File: config.mk
export PLATFORM = sky130hd
export DESIGN_NAME = ofs_trim_seq
export DESIGN_NICKNAME = d
export VERILOG_FILES = /design/src/rtl/ofs_trim_pkg.sv /design/src/rtl/ofs_trim_polarity.sv /design/src/rtl/ofs_trim_stage.sv /design/src/rtl/ofs_trim_ctrl.sv /design/src/rtl/ofs_trim_seq.sv
export SDC_FILE = /design/constraint.sdc
export NUM_CORES = 1
export LEC_CHECK = 0
export BUFFER_PORTS_ARGS = -buffer_cell sky130_fd_sc_hd__buf_2
export CELL_PAD_IN_SITES_DETAIL_PLACEMENT = 0
export CELL_PAD_IN_SITES_GLOBAL_PLACEMENT = 1
export CORE_MARGIN = 10
export CORE_UTILIZATION = 41
export CTS_CLUSTER_DIAMETER = 150
export DETAILED_ROUTE_END_ITERATION = 16
export HOLD_SLACK_MARGIN = 0.12
export PLACE_DENSITY = 0.86
export SYNTH_ARGS = -nofsm -noshare
export SYNTH_HDL_FRONTEND = slang
export SYNTH_SLANG_ARGS = --single-unit
File: constraint.sdc
create_clock -name clk -period 3 [get_ports clk]
set_input_delay 0.45 -clock clk [delete_from_list [all_inputs] [get_ports clk]]
set_output_delay 0.45 -clock clk [all_outputs]
set_load 0.05 [all_outputs]
File: src/rtl/ofs_trim_pkg.sv
package ofs_trim_pkg;
  typedef enum logic [2:0] {
    ST_IDLE   = 3'd0,
    ST_PROBE  = 3'd1,
    ST_COARSE = 3'd2,
    ST_FINE   = 3'd3,
    ST_DONE   = 3'd4
  } trim_state_t;
endpackage

File: src/rtl/ofs_trim_polarity.sv
module ofs_trim_polarity (
  input  logic clk,
  input  logic rst,
  input  logic clear,
  input  logic capture,
  input  logic dec,
  output logic flip,
  output logic side
);
  logic ref_q;

  always_ff @(posedge clk) begin
    if (rst || clear) begin
      ref_q <= 1'b0;
      side  <= 1'b0;
    end else if (capture) begin
      ref_q <= dec;
      side  <= ~dec;
    end
  end

  assign flip = dec ^ ref_q;

  // side changes only on a capture or a clear
  a_r3_side_hold: assert property (@(posedge clk) disable iff (rst)
    (!capture && !clear) |=> $stable(side));
endmodule

File: src/rtl/ofs_trim_stage.sv
module ofs_trim_stage #(
  parameter int W   = 3,
  parameter int MAX = 4
) (
  input  logic         clk,
  input  logic         rst,
  input  logic         clear,
  input  logic         load_one,
  input  logic         inc,
  input  logic         step_back,
  output logic [W-1:0] code,
  output logic         at_max
);
  localparam logic [W-1:0] MAXV = W'(MAX);
  localparam logic [W-1:0] ONEV = W'(1);

  always_ff @(posedge clk) begin
    if (rst || clear)
      code <= '0;
    else if (load_one)
      code <= ONEV;
    else if (step_back && code != '0)
      code <= code - ONEV;
    else if (inc && code != MAXV)
      code <= code + ONEV;
  end

  assign at_max = (code == MAXV);

  // the code never leaves its range
  a_r10_code_range: assert property (@(posedge clk) disable iff (rst)
    code <= MAXV);
endmodule

File: src/rtl/ofs_trim_ctrl.sv
module ofs_trim_ctrl
  import ofs_trim_pkg::*;
#(
  parameter int COARSE_STEPS = 4,
  parameter int FINE_BITS    = 4
) (
  input  logic        clk,
  input  logic        rst,
  input  logic        start,
  input  logic        flip,
  input  logic        coarse_max,
  input  logic        fine_max,
  output logic        clr,
  output logic        capture,
  output logic        c_inc,
  output logic        c_back,
  output logic        f_load,
  output logic        f_inc,
  output logic        done,
  output trim_state_t state
);
  localparam int LIMIT = 1 + COARSE_STEPS + (2**FINE_BITS) - 1;
  localparam int BCW   = $clog2(LIMIT + 2);

  trim_state_t state_d;

  always_comb begin
    state_d = state;
    clr     = 1'b0;
    capture = 1'b0;
    c_inc   = 1'b0;
    c_back  = 1'b0;
    f_load  = 1'b0;
    f_inc   = 1'b0;
    unique case (state)
      ST_IDLE, ST_DONE: begin
        if (start) begin
          clr     = 1'b1;
          state_d = ST_PROBE;
        end
      end
      ST_PROBE: begin
        capture = 1'b1;
        c_inc   = 1'b1;
        state_d = ST_COARSE;
      end
      ST_COARSE: begin
        if (flip) begin
          c_back  = 1'b1;
          f_load  = 1'b1;
          state_d = ST_FINE;
        end else if (coarse_max) begin
          f_load  = 1'b1;
          state_d = ST_FINE;
        end else begin
          c_inc = 1'b1;
        end
      end
      ST_FINE: begin
        if (flip || fine_max)
          state_d = ST_DONE;
        else
          f_inc = 1'b1;
      end
      default: state_d = ST_IDLE;
    endcase
  end

  always_ff @(posedge clk) begin
    if (rst) begin
      state <= ST_IDLE;
      done  <= 1'b0;
    end else begin
      state <= state_d;
      done  <= (state_d == ST_DONE);
    end
  end

  // run-length bound, counted independently of the transition logic
  logic [BCW-1:0] busy_cnt;
  always_ff @(posedge clk) begin
    if (rst)
      busy_cnt <= '0;
    else if (state == ST_PROBE || state == ST_COARSE || state == ST_FINE)
      busy_cnt <= busy_cnt + 1'b1;
    else
      busy_cnt <= '0;
  end

  a_r7_run_bound: assert property (@(posedge clk) disable iff (rst)
    busy_cnt <= BCW'(LIMIT));
endmodule

File: src/rtl/ofs_trim_seq.sv
module ofs_trim_seq
  import ofs_trim_pkg::*;
#(
  parameter int COARSE_STEPS = 4,
  parameter int FINE_BITS    = 4,
  parameter int CW           = $clog2(COARSE_STEPS + 1)
) (
  input  logic                 clk,
  input  logic                 rst,
  input  logic                 start,
  input  logic                 cmp_dec,
  output logic                 side_sel,
  output logic [CW-1:0]        coarse_code,
  output logic [FINE_BITS-1:0] fine_code,
  output logic                 done
);
  localparam int FINE_MAX = (2**FINE_BITS) - 1;

  logic clr, capture, c_inc, c_back, f_load, f_inc;
  logic flip, coarse_max, fine_max;
  trim_state_t state;

  ofs_trim_ctrl #(.COARSE_STEPS(COARSE_STEPS), .FINE_BITS(FINE_BITS)) ctrl_i (
    .clk(clk), .rst(rst), .start(start), .flip(flip),
    .coarse_max(coarse_max), .fine_max(fine_max),
    .clr(clr), .capture(capture), .c_inc(c_inc), .c_back(c_back),
    .f_load(f_load), .f_inc(f_inc), .done(done), .state(state)
  );

  ofs_trim_polarity pol_i (
    .clk(clk), .rst(rst), .clear(clr), .capture(capture),
    .dec(cmp_dec), .flip(flip), .side(side_sel)
  );

  ofs_trim_stage #(.W(CW), .MAX(COARSE_STEPS)) coarse_i (
    .clk(clk), .rst(rst), .clear(clr), .load_one(1'b0),
    .inc(c_inc), .step_back(c_back), .code(coarse_code), .at_max(coarse_max)
  );

  ofs_trim_stage #(.W(FINE_BITS), .MAX(FINE_MAX)) fine_i (
    .clk(clk), .rst(rst), .clear(clr), .load_one(f_load),
    .inc(f_inc), .step_back(1'b0), .code(fine_code), .at_max(fine_max)
  );

  // fine array untouched until the coarse search ends
  a_r5_fine_idle_in_coarse: assert property (@(posedge clk) disable iff (rst)
    (state == ST_COARSE || state == ST_PROBE) |-> fine_code == '0);

  // result frozen while done and no new request
  a_r8_hold_result: assert property (@(posedge clk) disable iff (rst)
    (done && !start) |=> (done && $stable(coarse_code) && $stable(fine_code) && $stable(side_sel)));

  // side fixed through both search stages
  a_r3_side_in_search: assert property (@(posedge clk) disable iff (rst)
    (state == ST_COARSE || state == ST_FINE) |=> $stable(side_sel));
endmodule

==> reports/results.tsv <==
metric	value	unit
vias in the first global route	544	
reg2reg setup slack	0.87	ns
hold_ws	0.390	ns
# IOs	13	
Final setup viols	0	
Vert. Die Dim	60.1	µm
arrival time at the worst endpoint	2.33	ns
FF-to-FF End	coarse_i.code[2]	
status	finished, final reports clean	
CTS buffer count	3	
GR Util met2	0.129	
TritonRoute pass-1 iters	4	
CTS tree	built	
die area	0.00362	mm²
yosys warns	0	
hold path depth	2	
worst min path class	in2reg	
Overall Global Routing Usage	0.0860	
Critical Path Fanout Max	7	
max_cap viols	0	
#FFs+latches synth	13	
core box area	0.00152	mm²
initial antenna violation count	0	
routability cong.	0.807	
RR Startpoint	pol_i.ref_q	
clock tree buffer depth	2	
worst-margin pin slew	0.570	ns
num rows	14	
wire length per cell	13.3	µm
Post-DRT Antenna Nets	0	
share of cells above drive strength 1	0.176	
grt met1 use	0.106	
IO buf count	12	
Tmin final	2.13	ns
Worst-Skew Late Latency	0.28	ns
NumNets Final	98	
CTS Hold Buffers Added	0	
RSZ-0062 raised after global routing	false	
PwrDens	489	mW/mm²
Syn Inst Count	76	
Setup CP Type	reg2reg	
share of synthesized area occupied by flip-flops and latches	0.394	
global-route wire length before repair	2400	µm
Initial DRC Count	6	
Layout area overhead	15.5	%
min-delay src	rst	
Final Hold Fails	0	
final period utilization	0.708	
Root Driver	clkbuf_4	
GRT busiest layer	met2	
post-CTS setup buffer count	0	
crit end category	flop	
H-tree depth	1	
die width	60.1	µm
Overflow after GRT	0	
Critical Path Source Type	flop	
routed vias	573	
worst hold path endpoint	ctrl_i.state[0]	
final WL	1420	µm
R2R cell count	6	
mapped cell area	661	µm²
fillers	162	
met3 GRT Util	0.0318	
Syn Nets	82	
Resize count post-CTS	0	
syn_area_per_cell	8.69	µm²
Critical Path RT	3.21	ns
Worst Skew	0.00275	ns
Ant. Diodes	0	
Slew headroom	0.615	
Setup TNS	0	ns
Max Fclk	471	MHz
Netlist cell types	28	
Vias/cell	5.36	
HPWL after DPL	1140	µm
Max rail drop VDD	237	µV
DRC	0	
CTS sink count	13	
Final Slew Violations	0	
Starting Density	0.433	
CTS clock-pin slew for the worst setup and hold paths	0.08	ns
P_leak	0.354	nW
largest net degree at the start of global routing	10	
[power by group]
group / internal (mW) / switching [mW] / leakage, nW
logic: 0.0244 / 0.0470 / 0.233
clock network: 0.0516 / 0.0594 / 0.0150
registers: 0.180 / 0.0106 / 0.105
[worst max-delay path, cell delays in order (launching register included)]
cell and delay (ns):
dfxtp_1 0.38, xnor2_1 0.18, or4_4 0.57, fa_1 0.41, inv_1 0.07, a2bb2oi_1 0.21
mux2i_1 0.23
[final cells by class]
class | count | area (µm²) | share of cell area
Clock buffer | 4 | 26.3 | 0.0344
Inverter | 6 | 22.5 | 0.0295
Multi-Input combinational cell | 56 | 374 | 0.490
Sequential cell | 13 | 260 | 0.341
Tap cell | 16 | 20.0 | 0.0262
Timing Repair Buffer | 12 | 60.1 | 0.0787
[cells in the mapped netlist]
cell type,count,share of area
a211oi_1,1,0.011
a21o_1,1,0.011
a21oi_1,3,0.023
a2bb2oi_1,1,0.013
a31oi_1,2,0.019
a32oi_1,1,0.013
and3_1,1,0.0095
and3b_1,1,0.013
clkbuf_1,1,0.0057
dfxtp_1,13,0.39
fa_1,1,0.030
ha_1,1,0.019
inv_1,6,0.034
mux2i_1,4,0.061
nand2_1,4,0.023
nand2b_1,4,0.038
nand3_1,3,0.023
nand4_1,2,0.019
nor2_1,9,0.051
nor3_1,2,0.015
nor3b_1,3,0.034
o21ai_0,3,0.023
o311ai_0,1,0.013
o31ai_1,1,0.011
or3_1,1,0.0095
or4_4,1,0.017
xnor2_1,1,0.013
xor2_1,4,0.053
[flip-flops by register name (all words and copies together), names as in the netlist]
signal / flops
ctrl_i.done: 1
fine_i.code: 4
pol_i.ref_q: 1
pol_i.side: 1
coarse_i.code: 3
ctrl_i.state: 3
[worst max path at each step]
stage,from,end,slack [ns]
2_1_floorplan,coarse_i.code[0],coarse_i.code[2],0.83
3_3_place_gp,cmp_dec,coarse_i.code[2],0.77
3_5_place_dp,cmp_dec,coarse_i.code[2],0.62
4_1_cts,pol_i.ref_q,coarse_i.code[2],0.86
5_1_grt,pol_i.ref_q,coarse_i.code[2],0.74
6_report,pol_i.ref_q,coarse_i.code[2],0.87
[per-layer routing]
metal,share of wire,routed length [µm]
met2,0.46,649
met3,0.058,82
met5,0,0
met4,0.012,17
met1,0.47,669
[layout by cell type (no fill, tap or decap)]
master     count
clkbuf_4       3
a21oi_1        3
or3_1          1
a21o_1         1
or4_4          1
o21ai_0        3
and3b_1        1
mux2i_1        4
buf_2         12
fa_1           1
a32oi_1        1
nor3b_1        3
xor2_1         4
nor3_1         2
a31oi_1        2
xnor2_1        1
and3_1         1
clkbuf_1       1
nand2_1        4
nor2_1         9
o311ai_0       1
inv_1          6
a2bb2oi_1      1
nand2b_1       4
a211oi_1       1
nand3_1        3
ha_1           1
dfxtp_1       13
nand4_1        2
o31ai_1        1
[cells by family (layout without fill, tap and decap cells)]
family / count (synthesis) / count (layout) / synth area share
multiplexers: 4 / 4 / 0.0606
XOR/XNOR: 5 / 5 / 0.0663
flip-flops: 13 / 13 / 0.394
AO/OA/AOI/OAI: 14 / 14 / 0.138
AND/OR/NAND/NOR: 31 / 31 / 0.252
adder cells (fa/ha/maj): 2 / 2 / 0.0492
buffers and inverters: 7 / 22 / 0.0398
[per-stage QoR]
step | cells | area [µm²] | power (mW) | utilization | setup slack [ns]
floorplan | 76 | 661 | 0.248 | - | 0.828
global placement | 103 | 737 | 0.265 | 0.484 | 0.773
detailed placement | 103 | 737 | 0.266 | 0.484 | 0.625
CTS | 107 | 763 | 0.375 | 0.501 | 0.864
global route | 107 | 763 | 0.396 | 0.501 | 0.736
finish | 107 | 763 | 0.373 | 0.501 | 0.875
Note: power is estimated with default switching activity, not from simulation.
